===== config.mk =====
export PLATFORM = sky130hd
export DESIGN_NAME = rast_trace_raster
export DESIGN_NICKNAME = d
export VERILOG_FILES = /design/src/rtl/rast_pkg.sv /design/src/rtl/rast_column_seq.sv /design/src/rtl/rast_byte_gen.sv /design/src/rtl/rast_trace_raster.sv
export SDC_FILE = /design/constraint.sdc
export NUM_CORES = 1
export LEC_CHECK = 0
export CAP_MARGIN = 10
export CORE_MARGIN = 2
export CORE_UTILIZATION = 60
export CTS_BUF_LIST = sky130_fd_sc_hd__clkbuf_2 sky130_fd_sc_hd__clkbuf_4 sky130_fd_sc_hd__clkbuf_8
export CTS_CLUSTER_DIAMETER = 200
export DETAILED_ROUTE_END_ITERATION = 12
export DONT_BUFFER_PORTS = 1
export GPL_TIMING_DRIVEN = 0
export HOLD_SLACK_MARGIN = 0.08
export PLACE_DENSITY = 0.87
export SETUP_SLACK_MARGIN = 0.02
export SYNTH_ARGS = -nofsm -noshare
export SYNTH_HDL_FRONTEND = slang
export SYNTH_HIERARCHICAL = 1
export SYNTH_SLANG_ARGS = --single-unit

===== constraint.sdc =====
create_clock -name clk -period 4 [get_ports clk]
set_clock_uncertainty 0.1 [all_clocks]
set_input_delay 0.8 -clock clk [delete_from_list [all_inputs] [get_ports clk]]
set_output_delay 0.8 -clock clk [all_outputs]
set_load 0.1 [all_outputs]

===== src/rtl/rast_pkg.sv =====
package rast_pkg;
    localparam int RAST_COLS        = 320;
    localparam int RAST_ROWS        = 240;
    localparam int RAST_TOP_BYTES   = 1;
    localparam int RAST_TRACE_BYTES = 24;
    localparam int RAST_DIV_ROWS    = 24;
    localparam int RAST_DIV_COLS    = 32;
    localparam int RAST_DOT_PITCH   = 4;
    localparam int RAST_SAMPLE_W    = 8;
    localparam int RAST_PIX_PER_BYTE = 8;
endpackage


===== src/rtl/rast_column_seq.sv =====
module rast_column_seq #(
    parameter int COLS        = rast_pkg::RAST_COLS,
    parameter int FIRST_BROW  = rast_pkg::RAST_TOP_BYTES,
    parameter int TRACE_BYTES = rast_pkg::RAST_TRACE_BYTES,
    parameter int SAMPLE_W    = rast_pkg::RAST_SAMPLE_W,
    localparam int COL_W      = $clog2(COLS),
    localparam int BROW_W     = $clog2(FIRST_BROW + TRACE_BYTES)
) (
    input  logic                clk,
    input  logic                rst_n,
    input  logic                sample_valid,
    input  logic [SAMPLE_W-1:0] sample,
    input  logic [SAMPLE_W-1:0] cursor_a,
    input  logic [SAMPLE_W-1:0] cursor_b,
    output logic                busy,
    output logic [COL_W-1:0]    col,
    output logic [BROW_W-1:0]   brow,
    output logic [SAMPLE_W-1:0] samp_held,
    output logic [SAMPLE_W-1:0] cur_a_held,
    output logic [SAMPLE_W-1:0] cur_b_held
);
    localparam int LAST_BROW = FIRST_BROW + TRACE_BYTES - 1;

    typedef struct packed {
        logic                busy;
        logic [COL_W-1:0]    col;
        logic [BROW_W-1:0]   brow;
        logic [SAMPLE_W-1:0] samp;
        logic [SAMPLE_W-1:0] cur_a;
        logic [SAMPLE_W-1:0] cur_b;
    } seq_t;

    seq_t s_d, s_q;
    logic accept;

    always_comb begin
        s_d    = s_q;
        accept = !s_q.busy && sample_valid;
        if (accept) begin
            s_d.busy  = 1'b1;
            s_d.brow  = BROW_W'(FIRST_BROW);
            s_d.samp  = sample;
            s_d.cur_a = cursor_a;
            s_d.cur_b = cursor_b;
        end else if (s_q.busy) begin
            if (s_q.brow == BROW_W'(LAST_BROW)) begin
                s_d.busy = 1'b0;
                s_d.col  = (s_q.col == COL_W'(COLS - 1)) ? '0 : s_q.col + 1'b1;
            end else begin
                s_d.brow = s_q.brow + 1'b1;
            end
        end
    end

    always_ff @(posedge clk) begin
        if (!rst_n) begin
            s_q      <= '0;
            s_q.brow <= BROW_W'(FIRST_BROW);
        end else begin
            s_q <= s_d;
        end
    end

    assign busy       = s_q.busy;
    assign col        = s_q.col;
    assign brow       = s_q.brow;
    assign samp_held  = s_q.samp;
    assign cur_a_held = s_q.cur_a;
    assign cur_b_held = s_q.cur_b;

    AST_COL_IN_RANGE: assert property (@(posedge clk) disable iff (!rst_n)
        32'(s_q.col) < 32'(COLS));
    AST_RUN_UNBROKEN: assert property (@(posedge clk) disable iff (!rst_n)
        (s_q.busy && s_q.brow != BROW_W'(LAST_BROW)) |=> s_q.busy);
    AST_HELD_STABLE: assert property (@(posedge clk) disable iff (!rst_n)
        (s_q.busy && $past(s_q.busy)) |-> $stable(s_q.samp));
endmodule


===== src/rtl/rast_byte_gen.sv =====
module rast_byte_gen #(
    parameter int COL_W       = 9,
    parameter int BROW_W      = 5,
    parameter int SAMPLE_W    = rast_pkg::RAST_SAMPLE_W,
    parameter int FIRST_BROW  = rast_pkg::RAST_TOP_BYTES,
    parameter int TRACE_BYTES = rast_pkg::RAST_TRACE_BYTES,
    parameter int DIV_ROWS    = rast_pkg::RAST_DIV_ROWS,
    parameter int DIV_COLS    = rast_pkg::RAST_DIV_COLS,
    parameter int DOT_PITCH   = rast_pkg::RAST_DOT_PITCH,
    localparam int PIX        = rast_pkg::RAST_PIX_PER_BYTE
) (
    input  logic [COL_W-1:0]    col,
    input  logic [BROW_W-1:0]   brow,
    input  logic [SAMPLE_W-1:0] samp,
    input  logic [SAMPLE_W-1:0] cur_a,
    input  logic [SAMPLE_W-1:0] cur_b,
    output logic [PIX-1:0]      pix_byte
);
    localparam int TRACE_PIX = TRACE_BYTES * PIX;
    localparam logic [31:0] CLIP_LO = 32'(((1 << SAMPLE_W) - TRACE_PIX) / 2);
    localparam logic [31:0] CLIP_HI = CLIP_LO + 32'(TRACE_PIX) - 32'd1;
    localparam logic [31:0] DR = 32'(DIV_ROWS);
    localparam logic [31:0] DC = 32'(DIV_COLS);
    localparam logic [31:0] DP = 32'(DOT_PITCH);

    logic [31:0] col32, samp32, row_base;
    logic        samp_in_win, col_on_div, col_on_dot;

    assign col32       = 32'(col);
    assign samp32      = 32'(samp);
    assign row_base    = (32'(brow) - 32'(FIRST_BROW)) * 32'(PIX);
    assign samp_in_win = (samp32 >= CLIP_LO) && (samp32 <= CLIP_HI);
    assign col_on_div  = (col32 % DC) == 32'd0;
    assign col_on_dot  = (col32 % DP) == 32'd0;

    for (genvar k = 0; k < PIX; k++) begin : g_pix
        logic [31:0] ty;
        logic        hit_trace, hit_grat, hit_cur;
        assign ty        = row_base + 32'(k);
        assign hit_trace = samp_in_win && (ty == CLIP_HI - samp32);
        assign hit_grat  = (col_on_div && (ty % DP) == 32'd0)
                        || (col_on_dot && (ty % DR) == 32'd0);
        assign hit_cur   = (ty == 32'(cur_a)) || (ty == 32'(cur_b));
        assign pix_byte[k] = hit_trace | hit_grat | hit_cur;
    end
endmodule


===== src/rtl/rast_trace_raster.sv =====
module rast_trace_raster #(
    parameter int COLS        = rast_pkg::RAST_COLS,
    parameter int ROWS        = rast_pkg::RAST_ROWS,
    parameter int TOP_BYTES   = rast_pkg::RAST_TOP_BYTES,
    parameter int TRACE_BYTES = rast_pkg::RAST_TRACE_BYTES,
    parameter int DIV_ROWS    = rast_pkg::RAST_DIV_ROWS,
    parameter int DIV_COLS    = rast_pkg::RAST_DIV_COLS,
    parameter int DOT_PITCH   = rast_pkg::RAST_DOT_PITCH,
    parameter int SAMPLE_W    = rast_pkg::RAST_SAMPLE_W,
    localparam int PIX        = rast_pkg::RAST_PIX_PER_BYTE,
    localparam int BYTES_PER_COL = ROWS / PIX,
    localparam int ADDR_W     = $clog2(COLS * BYTES_PER_COL)
) (
    input  logic                clk,
    input  logic                rst_n,
    input  logic                sample_valid,
    input  logic [SAMPLE_W-1:0] sample,
    input  logic [SAMPLE_W-1:0] cursor_a,
    input  logic [SAMPLE_W-1:0] cursor_b,
    output logic                sample_ready,
    output logic                fb_we,
    output logic [ADDR_W-1:0]   fb_addr,
    output logic [PIX-1:0]      fb_data
);
    localparam int COL_W  = $clog2(COLS);
    localparam int BROW_W = $clog2(TOP_BYTES + TRACE_BYTES);

    typedef struct packed {
        logic              we;
        logic [ADDR_W-1:0] addr;
        logic [PIX-1:0]    data;
    } out_t;

    logic                busy;
    logic [COL_W-1:0]    col;
    logic [BROW_W-1:0]   brow;
    logic [SAMPLE_W-1:0] samp_h, cur_a_h, cur_b_h;
    logic [PIX-1:0]      pix_byte;
    out_t                o_d, o_q;

    rast_column_seq #(
        .COLS(COLS), .FIRST_BROW(TOP_BYTES), .TRACE_BYTES(TRACE_BYTES),
        .SAMPLE_W(SAMPLE_W)
    ) u_seq (
        .clk(clk), .rst_n(rst_n), .sample_valid(sample_valid),
        .sample(sample), .cursor_a(cursor_a), .cursor_b(cursor_b),
        .busy(busy), .col(col), .brow(brow), .samp_held(samp_h),
        .cur_a_held(cur_a_h), .cur_b_held(cur_b_h)
    );

    rast_byte_gen #(
        .COL_W(COL_W), .BROW_W(BROW_W), .SAMPLE_W(SAMPLE_W),
        .FIRST_BROW(TOP_BYTES), .TRACE_BYTES(TRACE_BYTES),
        .DIV_ROWS(DIV_ROWS), .DIV_COLS(DIV_COLS), .DOT_PITCH(DOT_PITCH)
    ) u_byte (
        .col(col), .brow(brow), .samp(samp_h), .cur_a(cur_a_h),
        .cur_b(cur_b_h), .pix_byte(pix_byte)
    );

    always_comb begin
        o_d      = o_q;
        o_d.we   = busy;
        o_d.addr = ADDR_W'(32'(col) * 32'(BYTES_PER_COL) + 32'(brow));
        o_d.data = busy ? pix_byte : '0;
    end

    always_ff @(posedge clk) begin
        if (!rst_n) o_q <= '0;
        else        o_q <= o_d;
    end

    assign sample_ready = !busy;
    assign fb_we        = o_q.we;
    assign fb_addr      = o_q.addr;
    assign fb_data      = o_q.data;

    AST_READY_DROPS: assert property (@(posedge clk) disable iff (!rst_n)
        (sample_valid && sample_ready) |=> !sample_ready);
    AST_WRITE_FOLLOWS: assert property (@(posedge clk) disable iff (!rst_n)
        (sample_valid && sample_ready) |-> ##2 fb_we);
    AST_ROW_IN_TRACE: assert property (@(posedge clk) disable iff (!rst_n)
        fb_we |-> ((32'(fb_addr) % 32'(BYTES_PER_COL)) >= 32'(TOP_BYTES)
               && (32'(fb_addr) % 32'(BYTES_PER_COL)) < 32'(TOP_BYTES + TRACE_BYTES)));
    AST_ADDR_STEP: assert property (@(posedge clk) disable iff (!rst_n)
        (fb_we && $past(fb_we)) |-> fb_addr == $past(fb_addr) + 1'b1);
    AST_IDLE_NO_WRITE: assert property (@(posedge clk) disable iff (!rst_n)
        sample_ready |=> !fb_we);
endmodule


=== After elaboration in Yosys (flattened, before gate mapping) ===
Cells that the tools add are included.

* Word-level logic and storage cells: 145
* Memory bits (writable): 0
* Memory bits (read-only): 0
* Bits in registers: 62
* Latch bits: 0
* Memories: 0

* Multiply operators: 1
* Equality and inequality tests: 26
* Order comparisons: 2
* Div/mod/pow operators: 8
* Muxes and demuxes: 5
* $add $sub $neg: 12
* Reductions and logical operators: 63
* Bitwise operators: 19
* Shifts and indexed selects: 0

{| class="wikitable"
|+ Operators by type and width
! operator !! number
|-
| 32-bit zero test || 17
|-
| 32-bit by 8-bit == test with 1-bit output || 16
|-
| 32-bit == test || 8
|-
| 32-bit by 5-bit modulo with 32-bit output, second input constant || 8
|-
| 32-bit by 3-bit adder with 32-bit output, second input constant || 4
|-
| 32-bit by 2-bit adder with 32-bit output, second input constant || 2
|-
| 32-bit by 1-bit adder with 32-bit output, second input constant || 1
|-
| 1-bit logical AND || 25
|-
| 1-bit logical OR || 16
|-
| 1-bit bitwise OR || 16
|-
| 15-bit two-way mux || 1
|-
| 14-bit by 5-bit adder with 14-bit output || 1
|-
| 9-bit by 4-bit multiplier with 13-bit output, second input constant || 1
|-
| 10-bit two-way mux || 1
|-
| 9-bit by 1-bit adder with 9-bit output, second input constant || 1
|-
| 9-bit == test, second input constant || 1
|-
| 9-bit two-way mux || 1
|-
| 8-bit by 8-bit subtractor with 9-bit output, first input constant || 1
|-
| 8-bit by 6-bit greater-or-equal comparator with 1-bit output, second input constant || 1
|-
| 8-bit <= comparator, second input constant || 1
|-
| 5-bit by 1-bit subtractor with 6-bit output, second input constant || 1
|-
| 5-bit by 1-bit adder with 5-bit output, second input constant || 1
|-
| 5-bit == test, second input constant || 1
|-
| 5-bit two-way mux || 1
|-
| other kinds (6) || 9
|}

=== Logic depth before layout (Yosys ltp) ===
Gate-level depths: netlist of the first run.

* Depth in word-level cells: 8
* Mapped depth: 16
* Mapped depth without buffers: 14

=== By module ===
The synthesis of the first run kept the hierarchy.

{| class="wikitable"
|+ Modules (own cells, without submodules)
! module !! times used !! cells each !! sequential area each (um2) !! area an instance (um2)
|-
| rast_trace_raster || 1 || 211 || 460.4 || 1900.6
|-
| rast_column_seq || 1 || 188 || 780.7 || 1556.5
|-
| rast_byte_gen || 1 || 146 || 0.0 || 1026.0
|}

=== Worst setup path after synthesis of the first run ===
Ideal clock, no wire load.

* Kind: register to register
* Start point: register u_seq.s_q, in the netlist u_seq/col[0]
* End point: register o_q, in the netlist fb_addr[13]
* Data arrival time: 3.685 ns
* Library setup time: 0.118 ns
* Buffers on the path: 0
* Stages on the path, launching flop included: 11
* Clock period less this slack: 3.903 ns
* Slack: 0.097 ns
* Cell sequence: dfxtp_1 fa_1 inv_1 fa_1 fa_1 and2b_1 o21ai_0 a311o_1 or4_4 or4_1 mux2i_1

* Cells in the longest elaborated chain, start to end: 2

{| class="wikitable"
|+ Ends and longest elaborated chain
! element !! RTL line !! text
|-
| from (decl) || rast_column_seq.sv:33 || <nowiki>seq_t s_d, s_q;</nowiki>
|-
| 9-bit by 4-bit multiplier with 13-bit output || rast_trace_raster.sv:63 || <nowiki>o_d.addr = ADDR_W'(32'(col) * 32'(BYTES_PER_COL) + 32'(brow));</nowiki>
|-
| 14-bit by 5-bit adder with 14-bit output || rast_trace_raster.sv:63 ||
|-
| to (signal assigned) || rast_trace_raster.sv:68 || <nowiki>if (!rst_n) o_q <= '0;</nowiki>
|-
| to (signal assigned) || rast_trace_raster.sv:69 || <nowiki>else o_q <= o_d;</nowiki>
|-
| to (decl) || rast_trace_raster.sv:39 || <nowiki>out_t o_d, o_q;</nowiki>
|}

No other way between the ends.
A chain may end at the register's enable or synchronous reset.

=== Worst setup path after layout of the first run ===
* Start point: register u_seq.s_q, in the netlist u_seq/col[1]
* End point: register o_q, in the netlist fb_addr[11]

Same word-level chain as after synthesis.

==> metrics.csv, run 1 <==
stage,metric,value,unit
global_route,grt-ovfl-total,0,
timing,period_minus_slack,4.080,ns
global_route,track_usage,0.2768,
cts,root_buffer,clkbuf_8,
timing,worstMarginPinSlew,0.9699,ns
power_and_ir_drop,ir_drop,155.6,uV
outcome,violations,negative setup slack,
min_path,hold_path.class,reg -> reg,
final_layout,final_common_cell,nand2_1,
global_route,grt_pass1_wl,18450,um
synthesis,dominantRegCellSynth,dfxtp_1,
final_layout,fill_cells,538,
cts,clock-sinks,62,
cts,insertion_delay,0.35,ns
routing,wire_per_inst,17.38,um
synthesis,synth-compound-area-share,0.1582,
floorplan,fp.dieW,90.44,um
worst_setup_path,start_kind,register,
worst_setup_path,path_buf_inv,2,
global_route,antenna_found_initial,0,
final_layout,fin_cells,673,
outcome,status,"finished, violations left",
worst_setup_path,cpMostUsedCell,fa_1,
timing,maxSlewViolCount,0,
timing,relSlewSlack,0.3525,
timing,rsz0062_at_grt,yes,
synthesis,synth_top_area_cell,dfxtp_1,
final_layout,area_delta_synth_final,11.11,%
synthesis,syn-num-nets,619,
worst_setup_path,path_cells,"fa_1, inv_2, fa_1, fa_2, buf_6, and2b_1, o21ai_1, a311o_1, or4_4, o311ai_0, a21oi_1",
worst_setup_path,end_kind,register,
global_route,grt_pass1_vias,3965,
routing,drtPass1Iterations,5,
synthesis,synth_edf_count,0,
worst_setup_path,cp_max_fo,5,
floorplan,fp.dieArea,8179,sq um
synthesis,yosysUniqueCellTypes,64,
routing,via_per_inst,6.165,
placement,routabilityCongestion,0.9643,
routing,drt_iter0_drc,335,
final_layout,diodes,0,
timing,finalCritPeriodShare,1.020,
floorplan,io_pins,51,
synthesis,synth_fa_ha_area_frac,0.1580,
synthesis,synth_cells,545,
worst_setup_path,cp_slowest_cell,fa_1,
cts,cts_max_level,3,
timing,fmaxAchievable,245.1,MHz
cts,cts-buffers-inserted,9,
synthesis,synthMuxAreaShare,0.01563,
cts,cts.reportedPaths.clkPinSlew,0.08,ns
worst_setup_path,required,4.10,ns
final_layout,final_util,0.6867,
synthesis,synth.avg_cell_area,8.226,sq um
floorplan,initial_core_util,0.6181,
timing,hold_slack,0.3706,ns
power_and_ir_drop,p_per_area,290.6,nW/um^2
worst_setup_path,cp_slowest_stage_delay,0.59,ns
floorplan,fp.dieH,90.44,um
routing,ant_nets,0,
routing,vias,4149,
synthesis,syn-cell-area,4483,sq um
synthesis,synth_simple_gate_area_frac,0.2529,
synthesis,synthArstFlopShare,0,
flow_run,cap_violations,0,
floorplan,row_count,31,
placement,dp_cells,644,
worst_setup_path,crit_family,adder cells,
global_route,grt_max_degree,14,
placement,dpl.hpwl,7872,um
synthesis,yosys_register_bits,62,
synthesis,synthDominantCellAreaShare,0.2769,
synthesis,yosysWarnings,6,
routing,drcViolationCount,0,
synthesis,synth.area.top_cells,"dfxtp_1 (28%), ha_1 (8.7%), fa_1 (7.1%)",
timing,setup_slack,-0.07993,ns
worst_setup_path,crit_type,reg -> reg,
floorplan,design.core.area,7253,sq um
cts,cts.path.max_buffers,2,
final_layout,final_cell_mix,"nand2_1 (75), dfxtp_1 (54), inv_1 (42)",
power_and_ir_drop,total_power,1.448,mW
final_layout,drive_gt1_frac,0.1307,
placement,postPlaceCellArea,4607,sq um
cts,cts_tree,done,
placement,portBuffers,0,
synthesis,synth_top_family_by_area,simple AND/OR/NAND/NOR gates,
routing,wl,11700,um
power_and_ir_drop,power.leakage,2.153,nW
worst_setup_path,arrival,4.18,ns
final_layout,final_area,4981,sq um
synthesis,ys_seq_area_frac,0.2769,
timing,setup_viol_count_final,2,
synthesis,synthXorXnorAreaFrac,0.07843,
final_layout,finish.net_count,643,
timing,hold_viol,0,
[cells by family (layout without fill, tap and decap cells)]
| logic type | Yosys count | in the layout |
|---|---|---|
| XOR/XNOR | 37 | 37 |
| flip-flops | 62 | 62 |
| buffers and inverters | 67 | 96 |
| AND/OR/NAND/NOR | 216 | 216 |
| multiplexers | 7 | 7 |
| AO/OA/AOI/OAI | 109 | 109 |
| adder cells (fa/ha/maj) | 47 | 47 |
[power by group]
group,switching [mW],internal (mW)
clock network,0.278,0.290
registers,0.0535,0.636
logic,0.118,0.0729
[cell usage after synthesis, types with 8 or more instances]
cell,count
a21oi_1,42
nand2b_1,8
inv_1,47
o21ai_0,16
nand4_1,8
nor3_1,10
and3_1,11
dfxtp_1,62
buf_2,8
nand3_1,15
nor2_1,39
nand2_1,75
ha_1,31
xor2_1,17
fa_1,16
clkbuf_1,10
xnor2_1,18
[worst reg2reg max path: cells and delay by family (launching register included)]
family | cells | cell delay (ns)
adders and majority gates | 3 | 1.45
AOI/OAI and AO/OA | 4 | 1.07
and+or+nand+nor | 2 | 0.78
DFF | 1 | 0.37
buffers and inverters | 2 | 0.17
[registers in the layout (all words and copies together), names as in the netlist]
| signal | cells |
|---|---|
| fb_addr | 14 |
| fb_data | 8 |
| fb_we | 1 |
| u_seq/brow | 5 |
| u_seq/busy | 1 |
| u_seq/col | 9 |
| u_seq/cur_a_held | 8 |
| u_seq/cur_b_held | 8 |
| u_seq/samp_held | 8 |
[worst paths after layout]
check                            from                  end  slack, ns  depth (start not counted)
hold reg to reg   u_seq/cur_a_held[5]  u_seq/cur_a_held[5]       0.37                          2
setup reg to reg         u_seq/col[1]          fb_addr[11]      -0.08                         11
hold / removal    u_seq/cur_a_held[5]  u_seq/cur_a_held[5]       0.37                          2
setup / recovery         u_seq/col[1]          fb_addr[11]      -0.08                         11
[timing repair]
action | CTS | global route
buffers inserted | 4 | 9
hold endpoints to repair | 0 | 0
resized for setup | 18 | 18
setup endpoints to repair | 2 | 4
hold buffers | 0 | 0
pin swaps | 6 | 10
[through the flow]
stage,setup slack [ns],TNS (ns)
finish,-0.07993,-0.1187
global route,-0.1143,-0.2980
CTS,0.02299,0
detailed placement,-0.1717,-0.2090
global placement,-0.08895,-0.08895
floorplan,0.09665,0
[final cells by class]
cell class | instances | area [sq um] | area share
flip-flops and latches | 62 | 1259 | 0.2527
repair buffers | 13 | 101.3 | 0.02035
plain buffers | 20 | 95.09 | 0.01909
clock buffers | 9 | 123.9 | 0.02487
well taps | 99 | 123.9 | 0.02487
clock inverters | 7 | 73.82 | 0.01482
inverters | 47 | 176.4 | 0.03542
multi-input cells | 416 | 3028 | 0.6079
[metal layers]
layer | track usage | routed length, um | vias up
li1 | - | - | 1929
met1 | 0.3519 | 4807 | 1924
met2 | 0.4655 | 5421 | 245
met3 | 0.05843 | 1028 | 51
met4 | 0.1000 | 442 | 0
met5 | 0 | 0 | -
Power figures use the tool's default switching activity.
==> run 2: changes to the inputs <==
==> constraint.sdc (replaced) <==
create_clock -name clk -period 4 [get_ports clk]
set_clock_uncertainty 0.1 [all_clocks]
set_input_delay 0.2 -clock clk [delete_from_list [all_inputs] [get_ports clk]]
set_output_delay 0.2 -clock clk [all_outputs]
set_load 0.1 [all_outputs]
==> metrics.csv, run 2 (same netlist as run 1, synthesis figures left out) <==
stage,metric,value,unit,change
min_path,min_path_cells,4,,+2
timing,worstMarginPinSlew,0.9628,ns,-0.007103 ns
global_route,grt_max_degree,14,,unchanged
worst_setup_path,cp_slowest_stage_delay,0.58,ns,about the same
timing,setup_viol_count_final,1,,-1
global_route,grt_pass1_vias,4181,,+5.4%
worst_setup_path,end_kind,register,,
min_path,hold_path.class,in -> reg,,
floorplan,design.core.area,7253,sq um,unchanged
timing,maxSlewViolCount,0,,unchanged
global_route,track_usage,0.2933,,+0.01651
timing,hold_viol,0,,unchanged
final_layout,final_cell_mix,"nand2_1 (75), dfxtp_1 (54), inv_1 (43)",,
routing,wl,12520,um,+7.0%
floorplan,io_pins,51,,unchanged
final_layout,final_common_cell,nand2_1,,
cts,cts.path.max_buffers,2,,unchanged
routing,drt_iter0_drc,418,,+25%
power_and_ir_drop,ir_drop,157.0,uV,+0.96%
min_path,min_from,sample_valid,,
timing,hold_slack,0.1583,ns,-0.2123 ns
global_route,grt-ovfl-total,0,,unchanged
final_layout,finish.net_count,667,,+3.7%
power_and_ir_drop,p_per_area,282.3,nW/um^2,-2.9%
floorplan,fp.dieH,90.44,um,unchanged
global_route,antenna_found_initial,0,,unchanged
cts,cts-buffers-inserted,9,,unchanged
final_layout,drive_gt1_frac,0.1271,,-0.003572
routing,vias,4352,,+4.9%
cts,root_buffer,clkbuf_8,,
routing,ant_nets,0,,unchanged
timing,finalCritPeriodShare,1.004,,-0.01637
cts,insertion_delay,0.35,ns,about the same
timing,rsz0062_at_grt,yes,,
routing,wire_per_inst,17.97,um,+3.3%
global_route,grt_pass1_wl,19460,um,+5.5%
cts,cts_max_level,3,,unchanged
final_layout,fin_cells,697,,+3.6%
worst_setup_path,crit_type,reg -> reg,,
worst_setup_path,r2r_end,fb_addr[13],,
timing,period_minus_slack,4.014,ns,-0.06550 ns
timing,setup_slack,-0.01444,ns,+0.06550 ns
timing,fmaxAchievable,249.1,MHz,+1.6%
floorplan,fp.dieArea,8179,sq um,unchanged
outcome,status,"finished, violations left",,
floorplan,initial_core_util,0.6181,,unchanged
worst_setup_path,r2r_start,u_seq/col[2],,
flow_run,cap_violations,0,,unchanged
worst_setup_path,arrival,4.19,ns,about the same
final_layout,final_util,0.7238,,+0.03709
worst_setup_path,cp_slowest_cell,fa_1,,
placement,portBuffers,0,,unchanged
routing,drcViolationCount,0,,unchanged
worst_setup_path,path_cells,"fa_1, inv_1, fa_1, fa_2, buf_4, or2b_1, buf_4, a21boi_2, nor3b_1, or4_4, or4_4, mux2i_1",,
power_and_ir_drop,power.leakage,2.252,nW,+4.6%
placement,routabilityCongestion,0.9643,,unchanged
floorplan,row_count,31,,unchanged
min_path,whs_endpoint,u_seq/cur_b_held[5],,
cts,cts_tree,done,,
placement,dp_cells,644,,unchanged
final_layout,diodes,0,,unchanged
routing,drtPass1Iterations,5,,unchanged
worst_setup_path,cp_max_fo,8,,+3
floorplan,fp.dieW,90.44,um,unchanged
final_layout,area_delta_synth_final,17.11,%,
worst_setup_path,required,4.18,ns,+0.08 ns
routing,via_per_inst,6.244,,+1.3%
cts,clock-sinks,62,,unchanged
worst_setup_path,r2r_cells,12,,+1
worst_setup_path,regToRegSetupSlack,-0.01,ns,+0.07 ns
final_layout,largest_reg_flops,14,,unchanged
timing,relSlewSlack,0.3573,,+0.004742
placement,dpl.hpwl,7872,um,unchanged
worst_setup_path,start_kind,register,,
cts,cts.reportedPaths.clkPinSlew,0.08,ns,about the same
outcome,violations,negative setup slack,,
==> run 2: where the power goes <==
group	total (mW)	leakage [nW]	switching [mW]	internal [mW]
clock network	0.570	0.0996	0.281	0.290
registers	0.690	0.509	0.0548	0.636
logic	0.221	1.64	0.132	0.0893
==> run 2: final cells by class <==
class	count	area, sq um
sequential	62	1259
multi-input combinational	416	3060
buffer	20	92.59
fill	489	2003
inverter	47	176.4
clock buffer	9	123.9
timing repair buffer	37	340.3
tap	99	123.9
clock inverter	7	73.82
==> run 2: critical path, delay by kind of cell, from the launching register on <==
kind	cells	cell delay [ns]
adders and majority gates	3	1.44
and+or+nand+nor	4	1.25
DFF	1	0.38
buffers and inverters	3	0.37
AOI/OAI and AO/OA	1	0.20
muxes	1	0.19
==> run 2: what timing repair did <==
action	4_1_cts	5_1_grt
cloned	0	0
hold buffers	25	0
endpoints found under the hold margin	38	0
pin swaps	6	10
endpoints found under the setup margin	2	4
resized for setup	18	18
setup buffers	4	8
==> run 2: routing by layer <==
| layer | GRT usage | up-vias | wire length (um) |
|---|---|---|---|
| met5 | 0 | - | 0 |
| met2 | 0.5000 | 271 | 5945 |
| li1 | - | 1981 | - |
| met1 | 0.3565 | 2031 | 4879 |
| met4 | 0.1205 | 0 | 590 |
| met3 | 0.06928 | 69 | 1108 |
==> run 2: worst max-delay path by stage <==
stage	slack, ns	startpoint	cells past startpoint	endpoint
2_1_floorplan	0.1	u_seq/col[0]	10	fb_addr[13]
3_3_place_gp	-0.09	u_seq/col[2]	11	fb_addr[13]
3_5_place_dp	-0.17	u_seq/col[2]	11	fb_addr[13]
4_1_cts	0.02	u_seq/col[4]	12	fb_addr[13]
5_1_grt	-0.1	u_seq/col[2]	12	fb_addr[13]
6_report	-0.01	u_seq/col[2]	12	fb_addr[13]
==> run 2: through the flow <==
step                      instance area, sq um  total power, mW   TNS, ns  setup slack [ns]
final                                     5250            1.482  -0.01444          -0.01444
after global routing                      5250            1.532   -0.1350          -0.09839
after CTS                                 5117            1.470         0           0.02299
after global placement                    4607           0.8803  -0.08895          -0.08895
after detailed placement                  4607           0.8894   -0.2090           -0.1717
after floorplan                           4483           0.8455         0           0.09665
==> run 3: changes to the inputs <==
--- a/config.mk
+++ b/config.mk
@@ -7,16 +7,15 @@
 export LEC_CHECK = 0
 export CAP_MARGIN = 10
 export CORE_MARGIN = 2
-export CORE_UTILIZATION = 60
+export CORE_UTILIZATION = 55
 export CTS_BUF_LIST = sky130_fd_sc_hd__clkbuf_2 sky130_fd_sc_hd__clkbuf_4 sky130_fd_sc_hd__clkbuf_8
-export CTS_CLUSTER_DIAMETER = 200
+export CTS_CLUSTER_DIAMETER = 100
 export DETAILED_ROUTE_END_ITERATION = 12
 export DONT_BUFFER_PORTS = 1
 export GPL_TIMING_DRIVEN = 0
 export HOLD_SLACK_MARGIN = 0.08
-export PLACE_DENSITY = 0.87
+export PLACE_DENSITY = 0.81
 export SETUP_SLACK_MARGIN = 0.02
 export SYNTH_ARGS = -nofsm -noshare
 export SYNTH_HDL_FRONTEND = slang
-export SYNTH_HIERARCHICAL = 1
 export SYNTH_SLANG_ARGS = --single-unit
==> metrics.csv, run 3 <==
stage,metric,value,unit,change
final_layout,final_common_cell,nand2_1,,
synthesis,synth.avg_cell_area,8.659,sq um,+5.3%
timing,rsz0062_at_grt,yes,,
timing,period_minus_slack,3.824,ns,-0.1907 ns
worst_setup_path,crit_type,reg -> reg,,
global_route,use_met1,0.3657,,+0.009244
power_and_ir_drop,p_comb_frac,0.154,,+0.005
floorplan,fp.dieW,94.22,um,+4.2%
global_route,track_usage,0.2712,,-0.02207
synthesis,syn-cell-area,4477,sq um,-0.14%
worst_setup_path,cp_max_fo,7,,-1
final_layout,area_delta_synth_final,12.83,%,
floorplan,fp.dieH,94.22,um,+4.2%
placement,routabilityCongestion,0.9639,,about the same
floorplan,fp.dieArea,8877,sq um,+8.5%
power_and_ir_drop,p_seq_frac,0.478,,+0.012
synthesis,synth.area.top_cells,"dfxtp_1 (28%), ha_1 (10%), fa_1 (7.2%)",,
power_and_ir_drop,ir_drop,229.2,uV,+46%
placement,dpl.hpwl,7864,um,about the same
power_and_ir_drop,intPower,0.9633,mW,-5.0%
power_and_ir_drop,power.leakage,2.151,nW,-4.5%
synthesis,ys_seq_area_frac,0.2772,,+0.0003869
synthesis,dominantRegCellSynth,dfxtp_1,,
worst_setup_path,end_kind,register,,
timing,setup_viol_count_final,0,,-1
global_route,use_met3,0.05457,,-0.01471
synthesis,synthDominantCellAreaShare,0.2772,,+0.0003869
cts,cts.path.max_buffers,2,,unchanged
placement,dp_cells,619,,-3.9%
routing,wire_per_inst,17.00,um,-5.4%
timing,hold_viol,0,,unchanged
final_layout,fin_cells,661,,-5.2%
power_and_ir_drop,clkPwrFrac,0.368,,-0.017
worst_setup_path,start_kind,register,,
routing,drt_iter0_drc,250,,-40%
power_and_ir_drop,p_sw,0.4849,mW,+3.7%
synthesis,synth_edf_count,0,,unchanged
synthesis,syn-num-nets,597,,-3.6%
cts,cts-buffers-inserted,9,,unchanged
worst_setup_path,arrival,3.96,ns,-0.23 ns
global_route,antenna_found_initial,0,,unchanged
floorplan,initial_core_util,0.5734,,-0.04468
timing,relSlewSlack,0.3526,,-0.004669
cts,clock-sinks,62,,unchanged
final_layout,drive_gt1_frac,0.08408,,-0.04301
final_layout,final_cell_mix,"nand2_1 (83), dfxtp_1 (58), ha_1 (37)",,
timing,tns,0,ns,+0.01444 ns
synthesis,synth_cells,517,,-5.1%
routing,drtPass1Iterations,5,,unchanged
worst_setup_path,r2r_cells,13,,+1
final_layout,diodes,0,,unchanged
synthesis,synthArstFlopShare,0,,unchanged
routing,wl,11240,um,-10%
cts,insertion_delay,0.36,ns,about the same
synthesis,synth_top_area_cell,dfxtp_1,,
floorplan,row_count,32,,+3.2%
timing,fmaxAchievable,261.5,MHz,+5.0%
synthesis,yosysWarnings,0,,-6
outcome,status,completed,,
final_layout,largest_reg_flops,14,,unchanged
synthesis,synth.top_cells.by_count,"nand2_1 (83), dfxtp_1 (62), ha_1 (37)",,
cts,root_buffer,clkbuf_8,,
power_and_ir_drop,p_per_area,286.7,nW/um^2,+1.6%
routing,vias,3955,,-9.1%
global_route,grt_most_used_layer,met2,,
timing,finalCritPeriodShare,0.9559,,-0.04766
cts,cts.reportedPaths.clkPinSlew,0.08,ns,about the same
cts,cts_tree,done,,
power_and_ir_drop,swShare,0.3348,,+0.01929
synthesis,yosys_register_bits,62,,unchanged
routing,via_per_inst,5.983,,-4.2%
routing,drcViolationCount,0,,unchanged
min_path,min_path_cells,3,,-1
global_route,met2_usage,0.4232,,-0.07679
min_path,hold_path.class,in -> reg,,
timing,maxSlewViolCount,0,,unchanged
routing,ant_nets,0,,unchanged
final_layout,finish.net_count,634,,-4.9%
global_route,grt_pass1_wl,18590,um,-4.5%
flow_run,cap_violations,0,,unchanged
global_route,grt_max_degree,14,,unchanged
synthesis,yosysUniqueCellTypes,73,,+14%
synthesis,yosysMostFrequentCell,nand2_1,,
floorplan,design.core.area,7807,sq um,+7.6%
global_route,grt_pass1_vias,3921,,-6.2%
worst_setup_path,required,4.14,ns,-0.04 ns
timing,worstMarginPinSlew,0.9698,ns,+0.006994 ns
floorplan,io_pins,51,,unchanged
placement,portBuffers,0,,unchanged
global_route,grt-ovfl-total,0,,unchanged
cts,cts_max_level,3,,unchanged
## run 3: cell count changes in the layout (fill, tap and decap cells not counted), sizes merged, moves of 8 or more
| cell | change |
|---|---|
| buf | -17 |
| nand2 | +8 |
| clkbuf | +8 |
| inv | -15 |
| a21boi | +24 |
| a21oi | -33 |
## run 3: worst paths after layout
| kind | from | end | slack [ns] |
|---|---|---|---|
| worst max-delay path | u_seq.col[0] | fb_addr[12] | 0.18 |
| worst min-delay path | sample_valid | u_seq.samp_held[0] | 0.17 |
| worst max register to register | u_seq.col[0] | fb_addr[12] | 0.18 |
| worst min register to register | u_seq.cur_a_held[0] | u_seq.cur_a_held[0] | 0.38 |
## run 3: worst max-delay path, stage by stage (launching register included)
cell      delay, ns
dfxtp_2        0.37
fa_1           0.56
inv_1          0.06
fa_1           0.47
fa_1           0.50
inv_1          0.04
ha_1           0.30
o21ai_0        0.09
nor2_1         0.15
o21a_1         0.19
nand3_1        0.16
or2_4          0.32
o311ai_1       0.28
o41ai_1        0.11
## run 3: power by group through the flow
| stage | Combinational (mW) | Clock (mW) | Sequential [mW] |
|---|---|---|---|
| finish | 0.223 | 0.533 | 0.692 |
| global placement | 0.186 | 0 | 0.704 |
| floorplan | 0.153 | 0 | 0.699 |
| global route | 0.242 | 0.572 | 0.694 |
| detailed placement | 0.194 | 0 | 0.705 |
| CTS | 0.214 | 0.542 | 0.691 |
## run 3: repair_timing
item,in CTS,in global routing
setup endpoints to repair,0,4
endpoints found under the hold margin,26,1
resized for setup,0,5
setup buffers,0,0
hold buffers,25,1
## run 3: routing by layer
metal	routed length (um)	part of all wire	vias up
li1	-	-	1865
met2	5153	0.46	174
met3	858	0.076	35
met1	4900	0.44	1881
met5	0	0	-
met4	325	0.029	0
## run 3: cells by family (layout without fill, tap and decap cells)
logic type               count (synthesis)  in the layout  synth area share
AO/OA/AOI/OAI                          103            103            0.1806
XOR/XNOR                                42             42           0.09642
adder cells (fa/ha/maj)                 53             53            0.1750
buffers and inverters                   52             94           0.04723
flip-flops                              62             62            0.2772
multiplexers                             1              1          0.002515
AND/OR/NAND/NOR                        204            204            0.2211
## run 3: through the flow
| stage | instance area (sq um) | util | power, mW | hold WS, ns | setup slack (ns) |
|---|---|---|---|---|---|
| global placement | 4604 | 0.5897 | 0.8893 | 0.2471 | 0.1246 |
| finish | 5051 | 0.6470 | 1.448 | 0.1729 | 0.1762 |
| global route | 5051 | 0.6470 | 1.509 | 0.2292 | -0.02479 |
| detailed placement | 4604 | 0.5897 | 0.8990 | 0.2557 | 0.04769 |
| CTS | 5034 | 0.6447 | 1.447 | 0.08577 | 0.04160 |
| floorplan | 4477 | - | 0.8527 | 0.2449 | 0.4031 |
## run 3: layout make-up
class / count / area (sq um)
well taps: 102 / 127.6
fillers: 628 / 2756
flip-flops and latches: 62 / 1246
repair buffers: 26 / 260.3
clock inverters: 7 / 55.05
inverters: 29 / 108.9
plain buffers: 23 / 102.6
clock buffers: 9 / 123.9
multi-input cells: 403 / 3027
